===== src/rtl/pwr_mode_pkg.sv =====
package pwr_mode_pkg;

  typedef enum logic [3:0] {
    ST_RUN       = 4'd0,
    ST_WAIT      = 4'd1,
    ST_STOP_HS   = 4'd2,
    ST_STOP      = 4'd3,
    ST_STOP_RES  = 4'd4,
    ST_VRUN      = 4'd5,
    ST_VWAIT     = 4'd6,
    ST_VSTOP_HS  = 4'd7,
    ST_VSTOP     = 4'd8,
    ST_VSTOP_RES = 4'd9
  } pm_state_e;

  localparam logic [1:0] RMODE_NORMAL = 2'b00;
  localparam logic [1:0] RMODE_LOWPWR = 2'b10;

  localparam int STAT_W = 3;
  localparam logic [STAT_W-1:0] STAT_RUN   = 3'd0;
  localparam logic [STAT_W-1:0] STAT_WAIT  = 3'd1;
  localparam logic [STAT_W-1:0] STAT_STOP  = 3'd2;
  localparam logic [STAT_W-1:0] STAT_VRUN  = 3'd3;
  localparam logic [STAT_W-1:0] STAT_VWAIT = 3'd4;
  localparam logic [STAT_W-1:0] STAT_VSTOP = 3'd5;

  typedef struct packed {
    logic              core_on;
    logic              sys_on;
    logic              bus_on;
    logic              reg_stop;
    logic              freq_lim;
    logic [STAT_W-1:0] stat;
  } pm_out_t;

  function automatic pm_out_t pm_decode(pm_state_e s);
    pm_out_t o;
    o = '{core_on: 1'b1, sys_on: 1'b1, bus_on: 1'b1, reg_stop: 1'b0,
          freq_lim: 1'b0, stat: STAT_RUN};
    unique case (s)
      ST_RUN:       o.stat = STAT_RUN;
      ST_WAIT:      begin o.core_on = 1'b0; o.stat = STAT_WAIT; end
      ST_STOP_HS:   begin o.core_on = 1'b0; o.stat = STAT_STOP; end
      ST_STOP:      begin o.core_on = 1'b0; o.sys_on = 1'b0; o.bus_on = 1'b0;
                          o.stat = STAT_STOP; end
      ST_STOP_RES:  begin o.core_on = 1'b0; o.stat = STAT_STOP; end
      ST_VRUN:      begin o.reg_stop = 1'b1; o.freq_lim = 1'b1; o.stat = STAT_VRUN; end
      ST_VWAIT:     begin o.core_on = 1'b0; o.reg_stop = 1'b1; o.freq_lim = 1'b1;
                          o.stat = STAT_VWAIT; end
      ST_VSTOP_HS:  begin o.core_on = 1'b0; o.reg_stop = 1'b1; o.freq_lim = 1'b1;
                          o.stat = STAT_VSTOP; end
      ST_VSTOP:     begin o.core_on = 1'b0; o.sys_on = 1'b0; o.bus_on = 1'b0;
                          o.reg_stop = 1'b1; o.freq_lim = 1'b1; o.stat = STAT_VSTOP; end
      ST_VSTOP_RES: begin o.core_on = 1'b0; o.reg_stop = 1'b1; o.freq_lim = 1'b1;
                          o.stat = STAT_VSTOP; end
      default:      o.stat = STAT_RUN;
    endcase
    return o;
  endfunction

endpackage


===== src/rtl/pwr_ack_sync.sv =====
module pwr_ack_sync #(
  parameter int N_PERIPH = 4,
  parameter int STAGES   = 2
) (
  input  logic                clk,
  input  logic                rst,
  input  logic [N_PERIPH-1:0] ack_in,
  output logic                all_ack
);

  generate
    if (STAGES == 0) begin : g_direct
      assign all_ack = &ack_in;
    end else begin : g_sync
      logic [N_PERIPH-1:0] stg [STAGES];
      always_ff @(posedge clk) begin
        if (rst) stg[0] <= '0;
        else     stg[0] <= ack_in;
      end
      for (genvar i = 1; i < STAGES; i++) begin : g_stage
        always_ff @(posedge clk) begin
          if (rst) stg[i] <= '0;
          else     stg[i] <= stg[i-1];
        end
      end
      assign all_ack = &stg[STAGES-1];
    end
  endgenerate

endmodule


===== src/rtl/pwr_mode_fsm.sv =====
module pwr_mode_fsm
  import pwr_mode_pkg::*;
(
  input  logic       clk,
  input  logic       rst,
  input  logic       sleep_req,
  input  logic       sleep_deep,
  input  logic       rm_wr,
  input  logic [1:0] rm_wdata,
  input  logic       all_ack,
  input  logic       wake,
  output pm_state_e  state_d
);

  pm_state_e state_q;

  always_comb begin
    state_d = state_q;
    unique case (state_q)
      ST_RUN: begin
        if (sleep_req)
          state_d = sleep_deep ? ST_STOP_HS : ST_WAIT;
        else if (rm_wr && rm_wdata == RMODE_LOWPWR)
          state_d = ST_VRUN;
      end
      ST_WAIT:      if (wake) state_d = ST_RUN;
      ST_STOP_HS: begin
        if (wake)         state_d = ST_RUN;
        else if (all_ack) state_d = ST_STOP;
      end
      ST_STOP:      if (wake) state_d = ST_STOP_RES;
      ST_STOP_RES:  state_d = ST_RUN;
      ST_VRUN: begin
        if (sleep_req)
          state_d = sleep_deep ? ST_VSTOP_HS : ST_VWAIT;
        else if (rm_wr && rm_wdata == RMODE_NORMAL)
          state_d = ST_RUN;
      end
      ST_VWAIT:     if (wake) state_d = ST_VRUN;
      ST_VSTOP_HS: begin
        if (wake)         state_d = ST_VRUN;
        else if (all_ack) state_d = ST_VSTOP;
      end
      ST_VSTOP:     if (wake) state_d = ST_VSTOP_RES;
      ST_VSTOP_RES: state_d = ST_VRUN;
      default:      state_d = ST_RUN;
    endcase
  end

  always_ff @(posedge clk) begin
    if (rst) state_q <= ST_RUN;
    else     state_q <= state_d;
  end

endmodule


===== src/rtl/pwr_out_reg.sv =====
module pwr_out_reg
  import pwr_mode_pkg::*;
(
  input  logic      clk,
  input  logic      rst,
  input  pm_state_e state_d,
  output pm_out_t   out_q
);

  always_ff @(posedge clk) begin
    if (rst) out_q <= pm_decode(ST_RUN);
    else     out_q <= pm_decode(state_d);
  end

endmodule


===== src/rtl/pwr_mode_seq.sv =====
module pwr_mode_seq
  import pwr_mode_pkg::*;
#(
  parameter int N_PERIPH = 4,
  parameter int ACK_SYNC = 2
) (
  input  logic                clk,
  input  logic                rst,
  input  logic                sleep_req,
  input  logic                sleep_deep,
  input  logic                rm_wr,
  input  logic [1:0]          rm_wdata,
  input  logic [N_PERIPH-1:0] stop_ack,
  input  logic                wake_irq,
  output logic                core_clk_on,
  output logic                sys_clk_on,
  output logic                bus_clk_on,
  output logic                reg_stop_sel,
  output logic                freq_limit,
  output logic [STAT_W-1:0]   mode_stat
);

  logic      all_ack;
  pm_state_e state_d;
  pm_out_t   out_q;

  pwr_ack_sync #(.N_PERIPH(N_PERIPH), .STAGES(ACK_SYNC)) u_ack (
    .clk(clk), .rst(rst), .ack_in(stop_ack), .all_ack(all_ack)
  );

  pwr_mode_fsm u_fsm (
    .clk(clk), .rst(rst), .sleep_req(sleep_req), .sleep_deep(sleep_deep),
    .rm_wr(rm_wr), .rm_wdata(rm_wdata), .all_ack(all_ack), .wake(wake_irq),
    .state_d(state_d)
  );

  pwr_out_reg u_out (
    .clk(clk), .rst(rst), .state_d(state_d), .out_q(out_q)
  );

  assign core_clk_on  = out_q.core_on;
  assign sys_clk_on   = out_q.sys_on;
  assign bus_clk_on   = out_q.bus_on;
  assign reg_stop_sel = out_q.reg_stop;
  assign freq_limit   = out_q.freq_lim;
  assign mode_stat    = out_q.stat;

endmodule


===== config.mk =====
export PLATFORM = sky130hd
export DESIGN_NAME = pwr_mode_seq
export DESIGN_NICKNAME = d
export VERILOG_FILES = /design/src/rtl/pwr_mode_pkg.sv /design/src/rtl/pwr_ack_sync.sv /design/src/rtl/pwr_mode_fsm.sv /design/src/rtl/pwr_out_reg.sv /design/src/rtl/pwr_mode_seq.sv
export SDC_FILE = /design/constraint.sdc
export NUM_CORES = 1
export LEC_CHECK = 0
export BUFFER_PORTS_ARGS = -buffer_cell sky130_fd_sc_hd__buf_4
export CORE_MARGIN = 1.5
export CORE_UTILIZATION = 37
export DETAILED_ROUTE_END_ITERATION = 8
export PLACE_DENSITY = 0.64
export SLEW_MARGIN = 5
export SYNTH_ARGS = -nofsm -noshare
export SYNTH_HDL_FRONTEND = slang
export SYNTH_SLANG_ARGS = --single-unit

===== constraint.sdc =====
create_clock -name clk -period 1.8 [get_ports clk]
set_clock_uncertainty 0.05 [all_clocks]
set_input_delay 0.09 -clock clk [delete_from_list [all_inputs] [get_ports clk]]
set_output_delay 0.09 -clock clk [all_outputs]
set_load 0.005 [all_outputs]

### Word-level counts from Yosys, hierarchy flattened

Memory sizes are Yosys's and may differ from the RTL's.
Cells that the tools add are included.
W data, S select, Z words.

* input bits: 12
* memories: 1
* memory bits (writable): 8
* bits in registers: 12
* output and inout port bits: 8

Memory list
* u_ack.g_sync.stg: depth 2, bits a word 4, rd ports 2, clocked after Yosys merged registers in 0, wr ports 2, RTL line pwr_ack_sync.sv:15 `logic [N_PERIPH-1:0] stg [STAGES];`

* bitwise gates (word level): 2
* reductions and logical operators: 10
* equal/unequal tests: 18
* multiplexer cells: 24

Operators by type and width (number)
* $mux W4: 14
* $pmux W4 S9: 1
* $eq A4 B3 Y1 const B: 7
* $eq A4 B2 Y1 const B: 4
* $eq A4 B4 Y1 const B: 4
* $pmux W3 S5: 1
* $eq A4 B1 Y1 const B: 2
* $reduce_or A8 Y1: 1
* $mux W2: 3
* $reduce_or A3 Y1: 2
* $mux W1: 5
* $reduce_or A5 Y1: 1
* $logic_not A4 Y1: 1
* $reduce_and A4 Y1: 1
* $eq A2 B2 Y1 const B: 1
* $logic_and A1 B1 Y1: 2
* $logic_not A2 Y1: 1
* $or A1 B1 Y1: 2
* $reduce_or A2 Y1: 1

### Logic depth before layout (Yosys ltp)

Gate-level depths: netlist of the first run.

* depth in word-level cells: 8
* mapped depth: 7

### Modules after synthesis

A second synthesis of the first run with hierarchy kept.

* cells, all modules: 99
* area, all modules: 872.1 µm²

Modules (own cells, without submodules)
* pwr_mode_fsm: instances 1, sequential area each 80.1 µm², cells an instance 52, area each 399.1 µm²
* pwr_out_reg: instances 1, sequential area each 120.1 µm², cells an instance 30, area each 254.0 µm²
* pwr_ack_sync: instances 1, sequential area each 160.2 µm², cells an instance 17, area each 219.0 µm²

### Worst setup path before layout of the first run

No wires, ideal clock.

* path kind: register to register
* start: register u_fsm.state_q[1]
* end: register, netlist name u_out.out_q[4]
* stages on the path, launching flop included: 8
* setup slack: 0.142 ns
* setup time: 0.137 ns
* data arrival time: 1.470 ns
* path through: dfxtp_1 buf_4 nor2_1 nand4_1 o21ai_0 nor2_2 a221oi_2 a311oi_1

* cells in the longest elaborated chain, start to end: 6

RTL lines
* from (decl): RTL line pwr_mode_fsm.sv:15 `pm_state_e state_q;`
* from (signal assigned): RTL line pwr_mode_fsm.sv:52 `else state_q <= state_d;`
* $mux W4, on equally long branches (2 in a row)
* $pmux W4 S9 (*): RTL line pwr_mode_fsm.sv:19 `unique case (state_q)`
* $eq A4 B3 Y1 / $eq A4 B4 Y1 (equally long branches): RTL line pwr_mode_pkg.sv:40 `unique case (s)`
* $reduce_or A5 Y1 (no source line) (*)
* $mux W2 (*): RTL line pwr_mode_pkg.sv:40

Mark *: on every way between the ends. The rest lies on a longest branch, timed or not.
A chain may end at the register's enable or synchronous reset.

### Worst setup path after layout of the first run

* start: register u_fsm.state_q[3]
* end: register, netlist name u_out.out_q[4]

* cells in the longest elaborated chain, start to end: 6

RTL lines (RTL line)
* $mux W4, on equally long branches (2 in a row)
* $pmux W4 S9 (*): pwr_mode_fsm.sv:19
* $eq A4 B3 Y1 / $eq A4 B4 Y1 (equally long branches): pwr_mode_pkg.sv:40
* $reduce_or A5 Y1 (no source line) (*)
* $mux W2 (*): pwr_mode_pkg.sv:40

Marked as above.

==> results of run 1 <==
==> logic make-up (layout without fill, tap and decap cells) <==
| group | count (synthesis) | count (layout) | synth area share (%) |
|---|---|---|---|
| AND/OR/NAND/NOR | 47 | 47 | 29.1 |
| AO/OA/AOI/OAI | 21 | 21 | 21.5 |
| flip-flops | 18 | 18 | 39.2 |
| buffers and inverters | 9 | 37 | 8.16 |
| XOR/XNOR | 1 | 1 | 0.953 |
| multiplexers | 1 | 1 | 1.09 |
==> routing by layer <==
layer  track usage (%)  part of all wire (%)
met4              7.69                   1.7
met3              2.54                   3.4
met2              25.0                    45
met5                 0                     0
met1              19.2                    50
==> critical path, cell delays in order, from the launching register on <==
cell,delay [ps]
dfxtp_4,390
buf_4,150
o31a_1,300
o32ai_4,270
nor2_2,90
a221oi_2,260
a311oi_1,60
==> timing repair <==
item,CTS,global route
resized for setup,2,10
endpoints found under the setup margin,2,5
endpoints found under the hold margin,4,0
buffers inserted,0,1
pin swaps,0,4
hold buffers,4,0
==> cells in the final DEF (no fill, tap or decap), drive strengths merged, types with 2 or more instances in the layout <==
master       synthesis  layout
buf                  7      27
nor2b               10      10
a21oi                4       4
nor2                12      12
inv                  2       2
nand2               10      10
o21ai                5       5
dlygate4sd3          0       4
clkbuf               0       4
dfxtp               18      18
nand4                3       3
==> where the power goes <==
| part | switching, W | leakage (nW) | internal (W) |
|---|---|---|---|
| registers | 0.0000265 | 0.151 | 0.000430 |
| logic | 0.000112 | 0.328 | 0.000141 |
| clock network | 0.000120 | 0.0210 | 0.000123 |
==> registers in the layout, indices dropped and copies added, names as in the netlist <==
name / cells
u_ack.g_sync.stg: 8
u_fsm.state_q: 4
u_out.out_q: 6
==> worst max-delay path by stage <==
stage / start / endpoint / slack (ps) / cells after the start
6_report: u_fsm.state_q[3] / u_out.out_q[4] / 100 / 6
5_1_grt: u_fsm.state_q[0] / u_out.out_q[4] / 7 / 6
4_1_cts: u_fsm.state_q[1] / u_out.out_q[2] / 50 / 7
3_5_place_dp: u_fsm.state_q[0] / u_out.out_q[4] / -20 / 6
3_3_place_gp: u_fsm.state_q[0] / u_out.out_q[4] / 20 / 6
2_1_floorplan: u_fsm.state_q[1] / u_out.out_q[4] / 140 / 7
==> stage by stage <==
stage	cells	area [um^2]	util, %	setup slack [ps]	hold slack [ps]
2_1_floorplan	97	920	-	142	112
3_3_place_gp	144	1080	47.6	22.7	251
3_5_place_dp	144	1080	47.6	-20.5	262
4_1_cts	152	1160	51.0	54.1	25.0
5_1_grt	153	1200	52.8	6.87	49.6
6_report	153	1200	52.8	97.5	26.1
==> final cells by class <==
class,count,area (um^2)
Clock buffer,4,36.3
Fill cell,200,1070
Inverter,2,7.51
Multi-Input combinational cell,70,510
Sequential cell,18,370
Tap cell,28,35.0
Timing Repair Buffer,31,243
==> flow_summary.yaml, run 1 <==
cells_and_area:
  drive_gt1_share_pct: 40.0
  n_antenna_cell: 0
  finalNetCount: 138
  syn2layout_area_growth_pct: 30.7
floorplan:
  die-area_mm2: 0.00279
  die_h_um: 52.9
  io_pins: 20
  std_cell_rows: 17
  die_w_um: 52.9
  initial_utilization_pct: 40.4
  core_area_mm2: 0.00228
logic_synthesis:
  syn_avg_cell_area_um2: 9.48
  synth_commonest_cells: "18 x dfxtp_1, 10 x nand2_1, 10 x nor2_1"
  yosys.cell_types.count: 39
  yosysMostFrequentCell: "dfxtp_1"
  synth_ff_type: "dfxtp_1"
  yosys_register_bits: 18
  synth_cells: 97
  synth_area_leaders: "dfxtp_1 39%, nor2b_1 6.1%, buf_6 4.9%, nand2_1 4.1%, nor2_1 4.1%"
  syn_area_um2: 920
  yosys_warnings: 0
  syn_nets: 109
  synth_top_cell_area_share_pct: 39.2
  yosys.area.top_type: "dfxtp_1"
  synth-seq-area-share_pct: 39.2
  async_reset_ff_share_pct: 0
  synth_edf_count: 0
critical_path:
  end_kind: "flip-flop"
  critical_path.max_fanout: 8
  r2r_start: "u_fsm.state_q[3]"
  crit_required_ps: 1920
  worstRegToRegCells: 6
  worst_ep_arrival_time_ps: 1820
  criticalPathCategory: "reg -> reg"
  worstSetupStartpointType: "flip-flop"
  r2r_end: "u_out.out_q[4]"
  reg2reg_setup_slack_ps: 100
drt:
  antenna_left: 0
  viasPerCell: 5.18
  drt-initial-drc-count: 10
  dr_total_vias: 792
  wl_per_cell_um: 11.7
  dr.pass1.iters: 4
  wl_mm: 1.79
  drc: 0
timing:
  fmax_ghz: 0.587
  grt_setup_unrepaired: "false"
  hold_viol_final: 0
  report.final.slew_viol_count: 0
  finalSetupViolations: 0
  max-slew-margin-rel_pct: 72.7
  worst_pin_slew_ps: 404
  period_share_pct: 94.6
  tns_ps: 0
  finalCriticalPeriod_ps: 1700
place:
  dpl.hpwl_mm: 1.26
  io_buffers: 19
  place.gp.congestion: 0.812
worst_hold_path:
  holdPathStages: 2
  hp-class: "in -> reg"
  holdPathEnd: "u_fsm.state_q[3]"
  hold_start: "rst"
power_and_ir_drop:
  ir_drop_mv: 0.580
  power_density_mw_per_mm2: 793
  p_leak_nw: 0.499
  finalPower_w: 0.000953
global_routing:
  grt_usage_pct: 15.3
  grt_overflow: 0
  grt_max_degree: 18
  antenna_found_initial: 0
  grt_pass1_wl_mm: 3.15
  grt_pass1_vias: 759
clock_network:
  htreeDepth: 1
  numCtsBuffers: 3
  cts.sinks: 18
  cts_tree: "done"
  cts-root-buf: "clkbuf_4"
  clock_latency_ps: 290
  cts_buffer_depth: 2
  path_clk_slew_ps: 100
run_status:
  status: "complete, no violations"
run:
  drv_cap: 0
No activity file was read; power rests on OpenSTA's default activity.
==> run 2: changes to the inputs <==
--- a/config.mk
+++ b/config.mk
@@ -13,4 +13,5 @@
 export SLEW_MARGIN = 5
 export SYNTH_ARGS = -nofsm -noshare
 export SYNTH_HDL_FRONTEND = slang
+export SYNTH_HIERARCHICAL = 1
 export SYNTH_SLANG_ARGS = --single-unit
==> flow_summary.yaml, run 2 <==
power_and_ir_drop:
  seqPwrFrac_pct: 50.6
  pwr-share-clk_pct: 21.8
  p_leak_nw: 0.520
  power.switching_w: 0.000230
  finalPower_w: 0.000876
  swShare_pct: 26.2
  power_density_mw_per_mm2: 722
  internal_power_w: 0.000646
  comb_power_share_pct: 27.5
  ir_drop_mv: 0.467
place:
  io_buffers: 19
  dpl_cell_area_mm2: 0.00110
  place.gp.congestion: 0.803
  dpl.hpwl_mm: 1.28
cells_and_area:
  layout_common_cells: "34 x buf_4, 14 x dfxtp_1, 11 x nand2_1, 10 x nor2b_1, 6 x a21oi_1"
  largest_reg_flops: 8
  n_antenna_cell: 0
  mostFrequentLayoutCell: "buf_4"
  reg_top3: "u_ack/g_sync.stg (8), u_out/out_q (6), u_fsm/state_q (4)"
  drive_gt1_share_pct: 38.1
  final_util_pct: 54.9
  syn2layout_area_growth_pct: 39.2
  largest-register: "u_ack/g_sync.stg"
  final_cell_area_mm2: 0.00121
  finalNetCount: 148
critical_path:
  criticalPathCategory: "reg -> reg"
  worstSetupStartpointType: "flip-flop"
  end_kind: "flip-flop"
  r2r_start: "u_fsm/state_q[0]"
  critical_path.max_fanout: 4
  worst_ep_arrival_time_ps: 1920
  reg2reg_setup_slack_ps: 9
  crit_required_ps: 1930
  r2r_end: "u_out/out_q[7]"
  worstRegToRegCells: 6
drt:
  viasPerCell: 4.94
  wl_per_cell_um: 11.8
  drc: 0
  wl_mm: 1.91
  antenna_left: 0
  dr_total_vias: 800
  dr.pass1.iters: 2
  drt-initial-drc-count: 3
worst_hold_path:
  holdPathStages: 2
  holdPathEnd: "u_fsm/state_q[3]"
  hp-class: "in -> reg"
  hold_start: "rst"
timing:
  worst_pin_slew_ps: 252
  report.final.slew_viol_count: 0
  finalCriticalPeriod_ps: 1790
  finalSetupViolations: 0
  holdWs_ps: 53.3
  grt_setup_unrepaired: "true"
  fmax_ghz: 0.558
  hold_viol_final: 0
  period_share_pct: 99.5
  max-slew-margin-rel_pct: 83.2
logic_synthesis:
  synth_ff_type: "dfxtp_1"
  synth_cells: 99
  synth_commonest_cells: "18 x dfxtp_1, 12 x nor2b_1, 11 x nand2_1"
  yosys.area.top_type: "dfxtp_1"
  yosys_warnings: 6
  yosys.cell_types.count: 36
  syn_avg_cell_area_um2: 8.81
  syn_area_um2: 872
  synth_edf_count: 0
  yosysMostFrequentCell: "dfxtp_1"
  synth_area_leaders: "dfxtp_1 41%, nor2b_1 8.6%, nand2_1 4.7%, a21oi_1 3.4%, buf_4 2.6%"
  synth-seq-area-share_pct: 41.3
  yosys_register_bits: 18
  syn_nets: 111
  synth_top_cell_area_share_pct: 41.3
  async_reset_ff_share_pct: 0
clock_network:
  cts.sinks: 18
  clock_latency_ps: 280
  cts-root-buf: "clkbuf_4"
  cts_buffer_depth: 2
  numCtsBuffers: 3
  path_clk_slew_ps: 100
  cts_tree: "done"
  htreeDepth: 1
floorplan:
  die_h_um: 51.6
  io_pins: 20
  die-area_mm2: 0.00266
  die_w_um: 51.6
  core_area_mm2: 0.00221
  std_cell_rows: 17
  initial_utilization_pct: 39.4
global_routing:
  grt_overflow: 0
  grt_usage_pct: 16.1
  grt_max_degree: 20
  grt_pass1_wl_mm: 3.23
  grt_pass1_vias: 795
  antenna_found_initial: 0
run:
  drv_cap: 0
run_status:
  status: "complete, no violations"
## run 2: cell count changes after synthesis, moves of 3 or more
cell / before / now
a31oi_1: 0 / 3
nand2b_1: 0 / 3
nand3b_1: 0 / 3
nor2_1: 10 / 5
nor2b_1: 9 / 12
## run 2: logic make-up (layout without fill, tap and decap cells)
| family | Yosys count | in the layout | synth area share, % |
|---|---|---|---|
| XOR/XNOR | 1 | 1 | 1.00 |
| buffers and inverters | 8 | 43 | 6.60 |
| flip-flops | 18 | 18 | 41.3 |
| AND/OR/NAND/NOR | 50 | 50 | 35.0 |
| AO/OA/AOI/OAI | 22 | 22 | 16.1 |
## run 2: layer usage
layer	vias to the layer above	GRT usage [%]	wire [um]
met5	-	0	0
met4	0	5.26	23
met3	2	2.59	46
met2	14	29.7	951
met1	366	18.9	892
li1	418	-	-
## run 2: stage by stage
step | std cells | setup WS [ps] | TNS, ps
finish | 162 | 9.33 | 0
detailed placement | 152 | -105 | -185
global route | 162 | -39.4 | -64.2
CTS | 162 | 4.67 | 0
floorplan | 99 | -44.6 | -44.6
global placement | 152 | -77.9 | -170
## run 2: worst max-delay path by stage
stage	start	to	slack, ps
CTS	u_fsm/state_q[3]	u_out/out_q[7]	5
global placement	rm_wdata[1]	u_out/out_q[7]	-80
detailed placement	u_fsm/state_q[1]	u_out/out_q[7]	-100
finish	u_fsm/state_q[0]	u_out/out_q[7]	9
floorplan	u_fsm/state_q[1]	u_out/out_q[7]	-40
global route	u_fsm/state_q[3]	u_out/out_q[7]	-40
## run 2: critical path: stages, from the launching register on
cell      delay (ps)
dfxtp_4          370
or3_4            390
o21bai_1         200
nand3_2          100
nor2_1            50
or4_1            400
o31a_1           120
## run 2: cell type report
cell class                      instances  area, um^2
Multi-Input combinational cell         73         483
Tap cell                               28        35.0
Fill cell                             201         998
Inverter                                2        7.51
Sequential cell                        18         370
Timing Repair Buffer                   38         295
Clock buffer                            3        22.5
## run 2: timing repair
item	CTS	global route
hold endpoints to repair	4	0
hold buffers	4	0
pin swaps	0	1
setup buffers	3	0
resized for setup	7	6
setup endpoints to repair	4	4
## run 2: power by group through the flow
stage	Sequential, W	Combinational [W]	Clock [W]
floorplan	0.000446	0.000142	0
global placement	0.000453	0.000213	0
global route	0.000448	0.000267	0.000220
CTS	0.000443	0.000238	0.000193
finish	0.000443	0.000241	0.000191
detailed placement	0.000454	0.000217	0
